<file path="src/rtl/wr_guard_pkg.sv">
package wr_guard_pkg;

    typedef enum logic [1:0] {
        OP_SET_EN     = 2'd0,
        OP_CLR_EN     = 2'd1,
        OP_STAT_WR    = 2'd2,
        OP_ARR_COMMIT = 2'd3
    } guard_op_e;

    typedef struct packed {
        logic [3:0] rsvd;
        logic [1:0] lock;
        logic       wel;
        logic       wip;
    } stat_t;

    localparam logic [1:0] LOCK_RESET = 2'b01;

    // top2: the two most significant address bits
    function automatic logic region_locked(input logic [1:0] lock,
                                           input logic [1:0] top2);
        logic r;
        case (lock)
            2'b00:   r = 1'b0;
            2'b01:   r = (top2 == 2'b11);
            2'b10:   r = top2[1];
            default: r = 1'b1;
        endcase
        return r;
    endfunction

endpackage

</file>
<file path="src/rtl/wr_guard_latch.sv">
module wr_guard_latch (
    input  logic clk,
    input  logic rst,
    input  logic wp_n,
    input  logic set_ev,
    input  logic clr_ev,
    output logic wel
);
    always_ff @(posedge clk) begin
        if (rst || !wp_n)
            wel <= 1'b0;
        else if (clr_ev)
            wel <= 1'b0;
        else if (set_ev)
            wel <= 1'b1;
    end

    assert_wel_reset_R1: assert property (@(posedge clk) rst |=> !wel);
    assert_wel_clear_wp_R3: assert property (@(posedge clk) disable iff (rst)
        !wp_n |=> !wel);
endmodule

</file>
<file path="src/rtl/wr_guard_lockreg.sv">
module wr_guard_lockreg #(
    parameter int SR_CYC = 20
) (
    input  logic       clk,
    input  logic       rst,
    input  logic       commit,
    input  logic [1:0] new_lock,
    output logic [1:0] lock,
    output logic       sr_busy
);
    import wr_guard_pkg::*;

    localparam int TW = $clog2(SR_CYC + 1);
    localparam logic [TW-1:0] LOAD = TW'(SR_CYC);

    logic [TW-1:0] timer;

    always_ff @(posedge clk) begin
        if (rst) begin
            lock  <= LOCK_RESET;
            timer <= '0;
        end else if (commit) begin
            lock  <= new_lock;
            timer <= LOAD;
        end else if (timer != '0) begin
            timer <= timer - 1'b1;
        end
    end

    assign sr_busy = (timer != '0);

    assert_busy_after_commit_R6: assert property (@(posedge clk) disable iff (rst)
        commit |=> sr_busy);
    assert_lock_stable_R7: assert property (@(posedge clk) disable iff (rst)
        !commit |=> $stable(lock));
endmodule

</file>
<file path="src/rtl/wr_guard_region.sv">
module wr_guard_region #(
    parameter int AW = 8
) (
    input  logic [1:0]    lock,
    input  logic [AW-1:0] addr,
    output logic          locked
);
    import wr_guard_pkg::*;

    assign locked = region_locked(lock, addr[AW-1 -: 2]);
endmodule

</file>
<file path="src/rtl/wr_guard.sv">
module wr_guard #(
    parameter int AW     = 8,
    parameter int SR_CYC = 20
) (
    input  logic          clk,
    input  logic          rst,
    input  logic          cmd_vld,
    input  logic [1:0]    cmd_op,
    input  logic [AW-1:0] cmd_addr,
    input  logic [7:0]    cmd_data,
    input  logic          wp_n,
    input  logic          pb_busy,
    input  logic [AW-1:0] qry_addr,
    output logic          arr_permit,
    output logic          sr_permit,
    output logic [7:0]    status_byte
);
    import wr_guard_pkg::*;

    localparam int NCHK = 2;

    guard_op_e     op;
    logic          wel, sr_busy, wip, accept;
    logic [1:0]    lock;
    logic          set_ev, clr_ev, sr_commit, arr_ok;
    logic [AW-1:0] chk_addr [NCHK];
    logic [NCHK-1:0] chk_locked;
    stat_t         st;

    assign op          = guard_op_e'(cmd_op);
    assign chk_addr[0] = qry_addr;
    assign chk_addr[1] = cmd_addr;

    for (genvar g = 0; g < NCHK; g++) begin : g_region
        wr_guard_region #(.AW(AW)) u_region (
            .lock   (lock),
            .addr   (chk_addr[g]),
            .locked (chk_locked[g])
        );
    end

    assign wip        = sr_busy | pb_busy;
    assign sr_permit  = wp_n & wel & ~wip;
    assign arr_permit = sr_permit & ~chk_locked[0];
    assign arr_ok     = sr_permit & ~chk_locked[1];

    assign accept    = cmd_vld & ~wip;
    assign set_ev    = accept & (op == OP_SET_EN);
    assign sr_commit = accept & (op == OP_STAT_WR) & sr_permit;
    assign clr_ev    = accept & ((op == OP_CLR_EN) | sr_commit |
                                 ((op == OP_ARR_COMMIT) & arr_ok));

    wr_guard_latch u_latch (
        .clk    (clk),
        .rst    (rst),
        .wp_n   (wp_n),
        .set_ev (set_ev),
        .clr_ev (clr_ev),
        .wel    (wel)
    );

    wr_guard_lockreg #(.SR_CYC(SR_CYC)) u_lockreg (
        .clk      (clk),
        .rst      (rst),
        .commit   (sr_commit),
        .new_lock (cmd_data[3:2]),
        .lock     (lock),
        .sr_busy  (sr_busy)
    );

    always_comb begin
        st.rsvd = 4'b0000;
        st.lock = lock;
        st.wel  = wel;
        st.wip  = wip;
    end
    assign status_byte = st;

    assert_no_permit_busy_R9: assert property (@(posedge clk) disable iff (rst)
        status_byte[0] |-> (!arr_permit && !sr_permit));
    assert_full_lock_denies_R4: assert property (@(posedge clk) disable iff (rst)
        (status_byte[3:2] == 2'b11) |-> !arr_permit);
    assert_busy_ignores_cmd_R9: assert property (@(posedge clk) disable iff (rst)
        (cmd_vld && status_byte[0] && wp_n) |=> $stable(status_byte[1]));
    assert_upper_zero_R10: assert property (@(posedge clk) disable iff (rst)
        status_byte[7:4] == 4'b0000);
endmodule

</file>
<file path="config.mk">
export PLATFORM = sky130hd
export DESIGN_NAME = wr_guard
export DESIGN_NICKNAME = d
export VERILOG_FILES = /design/src/rtl/wr_guard_pkg.sv /design/src/rtl/wr_guard_latch.sv /design/src/rtl/wr_guard_lockreg.sv /design/src/rtl/wr_guard_region.sv /design/src/rtl/wr_guard.sv
export SDC_FILE = /design/constraint.sdc
export NUM_CORES = 1
export LEC_CHECK = 0
export BUFFER_PORTS_ARGS = -buffer_cell sky130_fd_sc_hd__buf_2
export CORE_MARGIN = 2
export CORE_UTILIZATION = 33
export DETAILED_ROUTE_END_ITERATION = 12
export PLACE_DENSITY = 0.74
export SKIP_CTS_REPAIR_TIMING = 1
export SLEW_MARGIN = 10
export SYNTH_ARGS = -nofsm -noshare
export SYNTH_HDL_FRONTEND = slang
export SYNTH_SLANG_ARGS = --single-unit
</file>
<file path="constraint.sdc">
create_clock -name clk -period 2.05 [get_ports clk]
set_input_delay 0.41 -clock clk [delete_from_list [all_inputs] [get_ports clk]]
set_output_delay 0.41 -clock clk [all_outputs]
set_load 0.02 [all_outputs]
</file>
==> impl_metrics.env, run 1 <==
export IMPL_global_route_overflow_total=0
export IMPL_gp_routability_congestion=0.734
export IMPL_grt_pass1_wl_um=1900
export IMPL_netlist_top_cell_by_area="dfxtp_1"
export IMPL_reg2reg_from="u_lockreg.timer[1]"
export IMPL_leakage_nw=0.294
export IMPL_max_freq_mhz=440
export IMPL_failed_checks="setup timing"
export IMPL_synth_seq_area_share=0.322
export IMPL_initial_core_util=0.368
export IMPL_synth_area_mux_share=0.0403
export IMPL_start_kind="flop"
export IMPL_n_fill_cell=128
export IMPL_ys_warn_count=0
export IMPL_synthXorXnorAreaFrac=0.0529
export IMPL_synth_simple_gate_area_share=0.292
export IMPL_cts_root_buffer="clkbuf_4"
export IMPL_place_port_buffers=18
export IMPL_fp_dieArea_um2=1830
export IMPL_cts_htree_levels=1
export IMPL_number_of_sinks_handled_by_clock_tree_synthesis=8
export IMPL_number_of_drc_markers_after_the_initial_detailed_route_iteration=7
export IMPL_criticalPathCategory="reg2out"
export IMPL_synth_top_family_by_area="simple AND/OR/NAND/NOR gates"
export IMPL_final_period_utilization=1.11
export IMPL_timing_critical_path_to_type="primary output"
export IMPL_setup_viol=3
export IMPL_setup_total_negative_slack_ps=-324
export IMPL_clock_insertion_delay_worst_skew_ps=240
export IMPL_worstRegToRegCells=8
export IMPL_netlist_area_um2=497
export IMPL_max_stage_delay_ps=460
export IMPL_ant_nets=0
export IMPL_wirelength_um=1060
export IMPL_min_delay_path_depth=3
export IMPL_cts_tree="yes"
export IMPL_yosys_top_cells_area="dfxtp_1, buf_4, nor2_1"
export IMPL_cp_startpoint="u_lockreg.timer[1]"
export IMPL_postSynthRegisterBits=8
export IMPL_numnets_final=116
export IMPL_leading_cell_types_in_the_layout_fill_and_taps_excluded="buf_2, nor2_1, dfxtp_1"
export IMPL_cts_inserted_buffers=3
export IMPL_area_growth_pct=32.2
export IMPL_post_synth_top_area_fraction=0.322
export IMPL_fin_worst_skew_ps=0.565
export IMPL_synthDistinctLibCells=25
export IMPL_ir_drop_mv=0.536
export IMPL_layout_commonest_cell="buf_2"
export IMPL_viasPerCell=4.77
export IMPL_io_pin_count=41
export IMPL_finalMaxSlewViolations=0
export IMPL_routed_via_count=458
export IMPL_drc_errors=0
export IMPL_placeableCoreArea_um2=1350
export IMPL_num_antenna_cells=0
export IMPL_critical_path_slowest_cell="or4b_4"
export IMPL_floorplan_die_height_um=42.8
export IMPL_p_per_area_nw_per_um2=1260
export IMPL_grt_pass1_vias=461
export IMPL_die_width_um=42.8
export IMPL_hp_class="in2reg"
export IMPL_globalRouteTotalUtil=0.142
export IMPL_drt_pass1_iter_count=4
export IMPL_worstPathRequired_ps=1640
export IMPL_antenna_found_initial=0
export IMPL_post_synthesis_mean_instance_area_um2=8.28
export IMPL_unrepaired_setup_endpoints_after_global_routing="true"
export IMPL_max_clock_path_buffers=2
export IMPL_worst_slack_ps=-221
export IMPL_netlist_instances=60
export IMPL_final_core_util=0.487
export IMPL_synthAdderAreaFrac=0.0504
export IMPL_timing_final_crit_period_ps=2270
export IMPL_crit_path_max_fanout=2
export IMPL_cell_by_cell_trace_of_the_critical_path="inv_2, ha_4, or4b_4, or2_4, nor2_4, and3_4, buf_6"
export IMPL_pin_count_of_the_biggest_net_entering_global_routing=10
export IMPL_cts_reportedPaths_clkPinSlew_ps=50
export IMPL_timing_hold_worst_start="cmd_data[3]"
export IMPL_drive_gt1_frac=0.444
export IMPL_synth_compound_area_share=0.0831
export IMPL_timing_max_cap_violations=0
export IMPL_wl_per_cell_um=11.0
export IMPL_place_hpwl_um=867
export IMPL_outcome="finished with violations"
export IMPL_finalHoldViolCount=0
export IMPL_row_count=13
export IMPL_critical_path_arrival_ps=1860
-- Yosys cell counts --
library cell,n
nor3_1,5
o211ai_1,1
buf_1,1
nor2_1,8
mux2i_1,2
conb_1,1
o21ai_0,2
buf_6,1
ha_1,2
nand4_1,2
or2_2,1
inv_1,4
nand3_1,1
a2111oi_0,1
nor4b_1,1
a21oi_1,3
nand2b_1,2
nand2_1,2
buf_4,6
xor2_1,1
xnor2_1,2
or4b_1,1
and3_1,1
nor4_4,1
dfxtp_1,8
-- stage by stage --
step	total power [mW]	instances	hold WS (ps)	instance area [um^2]	setup slack, ps
3_3_place_gp	0.687	92	537	621	6.36
4_1_cts	0.832	95	394	643	-292
2_1_floorplan	0.635	63	493	542	-98.1
3_5_place_dp	0.709	92	537	621	-19.4
6_report	0.831	96	397	657	-221
5_1_grt	0.911	96	431	657	-290
-- final cells by class --
type / count / area (um^2) / area share
clock buffers: 3 / 22.5 / 0.0343
inverters: 4 / 15.0 / 0.0229
multi-input cells: 43 / 304 / 0.463
flip-flops and latches: 8 / 163 / 0.248
well taps: 15 / 18.8 / 0.0286
repair buffers: 23 / 134 / 0.204
-- critical path: cells and delay by family (launching register included) --
kind          cells  cell delay, ps
simple gates      4             990
flops             1             320
buf+inv           2             190
fa+ha+maj         1             130
-- routing by layer --
layer	global-route usage	wire, um	vias up
met2	0.233	558	12
met1	0.151	425	203
met4	0.106	40	0
met5	0	0	-
li1	-	-	239
met3	0.0426	32	4
-- final timing paths --
check	slack, ps	end
setup / recovery	-220	arr_permit
hold / removal	400	u_lockreg.lock[1]
setup reg to reg	140	u_lockreg.lock[0]
hold reg to reg	540	u_lockreg.lock[1]
-- flip-flops by register name, indices dropped and copies added (netlist names) --
signal           cells
u_lockreg.timer      5
u_latch.wel          1
u_lockreg.lock       2
-- kinds of logic (layout without fill, tap and decap cells) --
family,after synthesis,count (layout)
DFF,8,8
adders and majority gates,2,2
buffers and inverters,12,30
xor gates and xnor gates,3,3
other,1,4
and+or+nand+nor,25,25
AOI/OAI and AO/OA,7,7
muxes,2,2
-- where the power goes --
part           internal [mW]  switching (mW)  leakage (nW)
Sequential             0.210          0.0401        0.0661
Clock                 0.0666          0.0479        0.0138
Combinational          0.238           0.228         0.214
Total                  0.514           0.316         0.294
Note: power is estimated with default switching activity, not from simulation.
==> run 2: changes to the inputs <==
- CORE_AREA: default -> 2 2 39 41
- CORE_MARGIN: 2 -> default
- CORE_UTILIZATION: 33 -> default
- DIE_AREA: default -> 0 0 41 43
- PLACE_DENSITY: 0.74 -> 0.79
- clock period: 2.05 -> 2.93 ns (I/O delays scaled with it)
==> impl_metrics.env, run 2 (synthesis gave the netlist of run 1 again) <==
export IMPL_worstPathRequired_ps=2340
export IMPL_dpl_cell_count=90
export IMPL_leakage_nw=0.273
export IMPL_drive_gt1_frac=0.312
export IMPL_pin_count_of_the_biggest_net_entering_global_routing=10
export IMPL_cts_reportedPaths_clkPinSlew_ps=50
export IMPL_max_freq_mhz=383
export IMPL_crit_path_max_fanout=3
export IMPL_setup_total_negative_slack_ps=0
export IMPL_outcome="finished clean"
export IMPL_num_antenna_cells=0
export IMPL_place_hpwl_um=740
export IMPL_cts_root_buffer="clkbuf_4"
export IMPL_hp_class="reg2reg"
export IMPL_largest_register_ff_count=5
export IMPL_area_growth_pct=18.4
export IMPL_path_buf_inv=2
export IMPL_wl_per_cell_um=9.63
export IMPL_setup_viol=0
export IMPL_largest_registers_ranked_by_flip_flop_count="u_lockreg.timer (5), u_lockreg.lock (2), u_latch.wel (1)"
export IMPL_cts_inserted_buffers=3
export IMPL_floorplan_die_height_um=43
export IMPL_timing_final_crit_period_ps=2610
export IMPL_cell_by_cell_trace_of_the_critical_path="inv_1, ha_1, or4b_1, or2_2, nor2_1, and3_1, buf_2"
export IMPL_global_route_overflow_total=0
export IMPL_gp_routability_congestion=0.682
export IMPL_unrepaired_setup_endpoints_after_global_routing="false"
export IMPL_pre_cts_ws_ps=580
export IMPL_finalMaxSlewViolations=0
export IMPL_number_of_sinks_handled_by_clock_tree_synthesis=8
export IMPL_routed_via_count=428
export IMPL_p_per_area_nw_per_um2=864
export IMPL_cts_htree_levels=1
export IMPL_timing_max_cap_violations=0
export IMPL_worst_slack_ps=321
export IMPL_grt_pass1_wl_um=1500
export IMPL_cts_tree="yes"
export IMPL_placeableCoreArea_um2=1380
export IMPL_drt_pass1_iter_count=3
export IMPL_final_core_util=0.425
export IMPL_instances_no_fill=93
export IMPL_worstMarginPinSlew_ps=497
export IMPL_largest_register="u_lockreg.timer"
export IMPL_timing_critical_path_to_type="primary output"
export IMPL_start_kind="flop"
export IMPL_criticalPathCategory="reg2out"
export IMPL_ir_drop_mv=0.467
export IMPL_max_stage_delay_ps=450
export IMPL_final_non_filler_cell_area_um2=588
export IMPL_final_period_utilization=0.890
export IMPL_globalRouteTotalUtil=0.122
export IMPL_max_clock_path_buffers=2
export IMPL_grt_pass1_vias=411
export IMPL_number_of_drc_markers_after_the_initial_detailed_route_iteration=1
export IMPL_fp_dieArea_um2=1760
export IMPL_power_total_mw=0.508
export IMPL_n_fill_cell=145
export IMPL_relSlewSlack=0.666
export IMPL_place_port_buffers=18
export IMPL_wirelength_um=896
export IMPL_critical_path_slowest_cell="or4b_1"
export IMPL_drc_errors=0
export IMPL_viasPerCell=4.60
export IMPL_leading_cell_types_in_the_layout_fill_and_taps_excluded="buf_2, nor2_1, dfxtp_1"
export IMPL_critical_path_arrival_ps=2020
export IMPL_die_width_um=41
export IMPL_io_pin_count=41
export IMPL_numnets_final=112
export IMPL_minimum_setup_slack_among_reg_to_reg_paths_ps=810
export IMPL_timing_critical_path_max_delay_family="simple AND/OR/NAND/NOR gates"
export IMPL_placed_area_um2=566
export IMPL_antenna_found_initial=0
export IMPL_hold_slack_final_ps=528
export IMPL_clock_insertion_delay_worst_skew_ps=250
export IMPL_fin_worst_skew_ps=5.90
export IMPL_row_count=14
export IMPL_ant_nets=0
export IMPL_layout_commonest_cell="buf_2"
export IMPL_initial_core_util=0.359
export IMPL_finalHoldViolCount=0
run 2: cell types whose count changed in the layout (fill, tap and decap cells not counted), sizes merged:
cell / previous run / this run
buf: 23 / 19
run 2: layer usage:
metal / vias up / GRT usage / share of wire
met5: - / 0 / 0
met4: 0 / 0.0600 / 0
met3: 0 / 0.0314 / 0.025
met2: 5 / 0.194 / 0.54
met1: 192 / 0.144 / 0.44
li1: 231 / - / -
run 2: worst paths after layout:
kind | end | startpoint | cells after the start
worst max register to register | u_lockreg.lock[1] | u_lockreg.timer[0] | 7
worst max-delay path | arr_permit | u_lockreg.timer[0] | 7
worst min register to register | u_lockreg.timer[1] | u_lockreg.timer[1] | 2
worst min-delay path | u_lockreg.timer[1] | u_lockreg.timer[1] | 2
run 2: area by class of cell:
class | instances | area, um^2 | area share
multi-input combinational | 43 | 273 | 0.464
clock buffer | 3 | 22.5 | 0.0383
timing repair buffer | 19 | 97.6 | 0.166
sequential | 8 | 160 | 0.272
tap | 16 | 20.0 | 0.0340
inverter | 4 | 15.0 | 0.0255
run 2: worst reg2reg max path: cells and delay by family (launching register included):
kind                       cells  cell delay, ps
buffers and inverters          2             270
DFF                            1             320
and+or+nand+nor                3            1010
muxes                          1             250
adders and majority gates      1             170
run 2: where the power goes:
group	internal, mW	leakage (nW)	total [mW]	switching, mW
clock network	0.0467	0.0138	0.0817	0.0350
registers	0.144	0.0656	0.172	0.0281
logic	0.121	0.193	0.254	0.133
==> run 3: changes to the inputs <==
--- a/config.mk
+++ b/config.mk
@@ -7,3 +7,2 @@
 export LEC_CHECK = 0
-export BUFFER_PORTS_ARGS = -buffer_cell sky130_fd_sc_hd__buf_2
 export CORE_AREA = 2 2 39 41
@@ -11,3 +10,4 @@
 export DIE_AREA = 0 0 41 43
-export PLACE_DENSITY = 0.79
+export DONT_BUFFER_PORTS = 1
+export PLACE_DENSITY = 0.52
 export SKIP_CTS_REPAIR_TIMING = 1
==> constraint.sdc (replaced) <==
create_clock -name clk -period 2.93 [get_ports clk]
set_input_delay 0 -clock clk [delete_from_list [all_inputs] [get_ports clk]]
set_output_delay 0 -clock clk [all_outputs]
set_load 0.02 [all_outputs]
==> impl_metrics.env, run 3 (synthesis gave the netlist of run 1 again) <==
export IMPL_setup_total_negative_slack_ps=0
export IMPL_number_of_sinks_handled_by_clock_tree_synthesis=8
export IMPL_relSlewSlack=0.666
export IMPL_viasPerCell=4.80
export IMPL_critical_path_arrival_ps=2880
export IMPL_leading_cell_types_in_the_layout_fill_and_taps_excluded="nor2_1, dfxtp_1, nor3_1"
export IMPL_io_pin_count=41
export IMPL_cp_startpoint="u_lockreg.timer[0]"
export IMPL_drt_pass1_iter_count=3
export IMPL_max_clock_path_buffers=2
export IMPL_routed_via_count=379
export IMPL_drc_errors=0
export IMPL_reg2reg_from="u_lockreg.timer[0]"
export IMPL_fp_dieArea_um2=1760
export IMPL_numnets_final=98
export IMPL_floorplan_die_height_um=43
export IMPL_antenna_found_initial=0
export IMPL_final_period_utilization=0.938
export IMPL_multi_input_gate_area_um2=273
export IMPL_finalHoldViolCount=0
export IMPL_globalRouteTotalUtil=0.104
export IMPL_global_route_overflow_total=0
export IMPL_placeableCoreArea_um2=1380
export IMPL_comb_power_share=0.470
export IMPL_n_fill_cell=169
export IMPL_timing_max_cap_violations=0
export IMPL_timing_final_crit_period_ps=2750
export IMPL_fin_worst_skew_ps=3.94
export IMPL_cts_root_buffer="clkbuf_4"
export IMPL_cts_inserted_buffers=3
export IMPL_leakage_nw=0.219
export IMPL_largest_register="u_lockreg.timer"
export IMPL_crit_path_max_fanout=9
export IMPL_outcome="finished clean"
export IMPL_initial_core_util=0.359
export IMPL_ir_drop_mv=0.431
export IMPL_die_width_um=41
export IMPL_grt_pass1_wl_um=1210
export IMPL_number_of_drc_markers_after_the_initial_detailed_route_iteration=4
export IMPL_timing_hold_worst_start="cmd_op[0]"
export IMPL_final_non_filler_cell_area_um2=538
export IMPL_placed_area_um2=475
export IMPL_min_delay_path_depth=2
export IMPL_drive_gt1_frac=0.0952
export IMPL_grt_pass1_vias=302
export IMPL_swShare=0.397
export IMPL_worstPathRequired_ps=3060
export IMPL_start_kind="flop"
export IMPL_num_antenna_cells=0
export IMPL_cts_htree_levels=1
export IMPL_cts_reportedPaths_clkPinSlew_ps=50
export IMPL_ant_nets=0
export IMPL_cell_by_cell_trace_of_the_critical_path="inv_1, ha_1, or4b_1, nor4_4, mux2i_1, nor2_1, dlygate4sd3_1"
export IMPL_worstRegToRegCells=7
export IMPL_worstMarginPinSlew_ps=497
export IMPL_critical_path_slowest_cell="or4b_1"
export IMPL_hp_class="in2reg"
export IMPL_largest_register_ff_count=5
export IMPL_seq_area_um2=160
export IMPL_largest_registers_ranked_by_flip_flop_count="u_lockreg.timer (5), u_lockreg.lock (2), u_latch.wel (1)"
export IMPL_pin_count_of_the_biggest_net_entering_global_routing=10
export IMPL_max_freq_mhz=364
export IMPL_setup_viol=0
export IMPL_gp_routability_congestion=0.692
export IMPL_wl_per_cell_um=10.8
export IMPL_timing_critical_path_to_type="flop"
export IMPL_cts_tree="yes"
export IMPL_p_per_area_nw_per_um2=891
export IMPL_pwr_share_clk=0.167
export IMPL_area_growth_pct=8.31
export IMPL_p_int_mw=0.289
export IMPL_max_stage_delay_ps=640
export IMPL_row_count=14
export IMPL_wirelength_um=853
export IMPL_place_port_buffers=0
export IMPL_power_frac_seq=0.364
export IMPL_unrepaired_setup_endpoints_after_global_routing="false"
export IMPL_switching_power_mw=0.190
export IMPL_criticalPathCategory="reg2reg"
export IMPL_place_hpwl_um=641
export IMPL_finalMaxSlewViolations=0
export IMPL_clock_insertion_delay_worst_skew_ps=250
-- run 3: cell count changes in the layout (fill, tap and decap cells not counted), sizes merged --
cell,change
dlygate4sd3,+4
buf,-18
-- run 3: metrics by stage --
step | setup WS (ps) | util | cells | power, mW | hold slack [ps]
floorplan | 865 | - | 63 | 0.407 | 147
CTS | 473 | 0.360 | 75 | 0.482 | -192
detailed placement | 739 | 0.344 | 72 | 0.401 | 71.7
global route | 37.6 | 0.389 | 79 | 0.519 | 4.84
finish | 181 | 0.389 | 79 | 0.479 | 4.16
global placement | 749 | 0.344 | 72 | 0.396 | 71.2
-- run 3: critical path, delay by kind of cell, from the launching register on --
family / cells / cell delay [ps]
fa+ha+maj: 1 / 160
flops: 1 / 320
simple gates: 3 / 1260
buf+inv: 2 / 630
mux: 1 / 250
-- run 3: power groups by stage --
stage,logic (mW),registers (mW),clock network [mW]
detailed placement,0.224,0.177,0
global placement,0.219,0.177,0
global route,0.252,0.178,0.0892
floorplan,0.238,0.169,0
finish,0.225,0.174,0.0799
CTS,0.224,0.175,0.0834
-- run 3: worst paths after layout --
| check | end | slack [ps] |
|---|---|---|
| max | u_lockreg.lock[1] | 180 |
| min | u_latch.wel | 4 |
| min reg2reg | u_lockreg.timer[1] | 520 |
| max reg2reg | u_lockreg.lock[1] | 180 |
-- run 3: layer usage --
layer  track usage  vias to the layer above  wire, um  share of wire
li1              -                      206         -              -
met1         0.138                      164       423           0.50
met2         0.131                        9       380           0.45
met3        0.0838                        0        48          0.056
met4        0.0200                        0         0              0
met5             0                        -         0              0
-- run 3: layout make-up --
type,instances,share of cell area
Multi-Input combinational cell,43,0.507
Timing Repair Buffer,5,0.0884
Tap cell,16,0.0372
Inverter,4,0.0279
Clock buffer,3,0.0419
Sequential cell,8,0.298
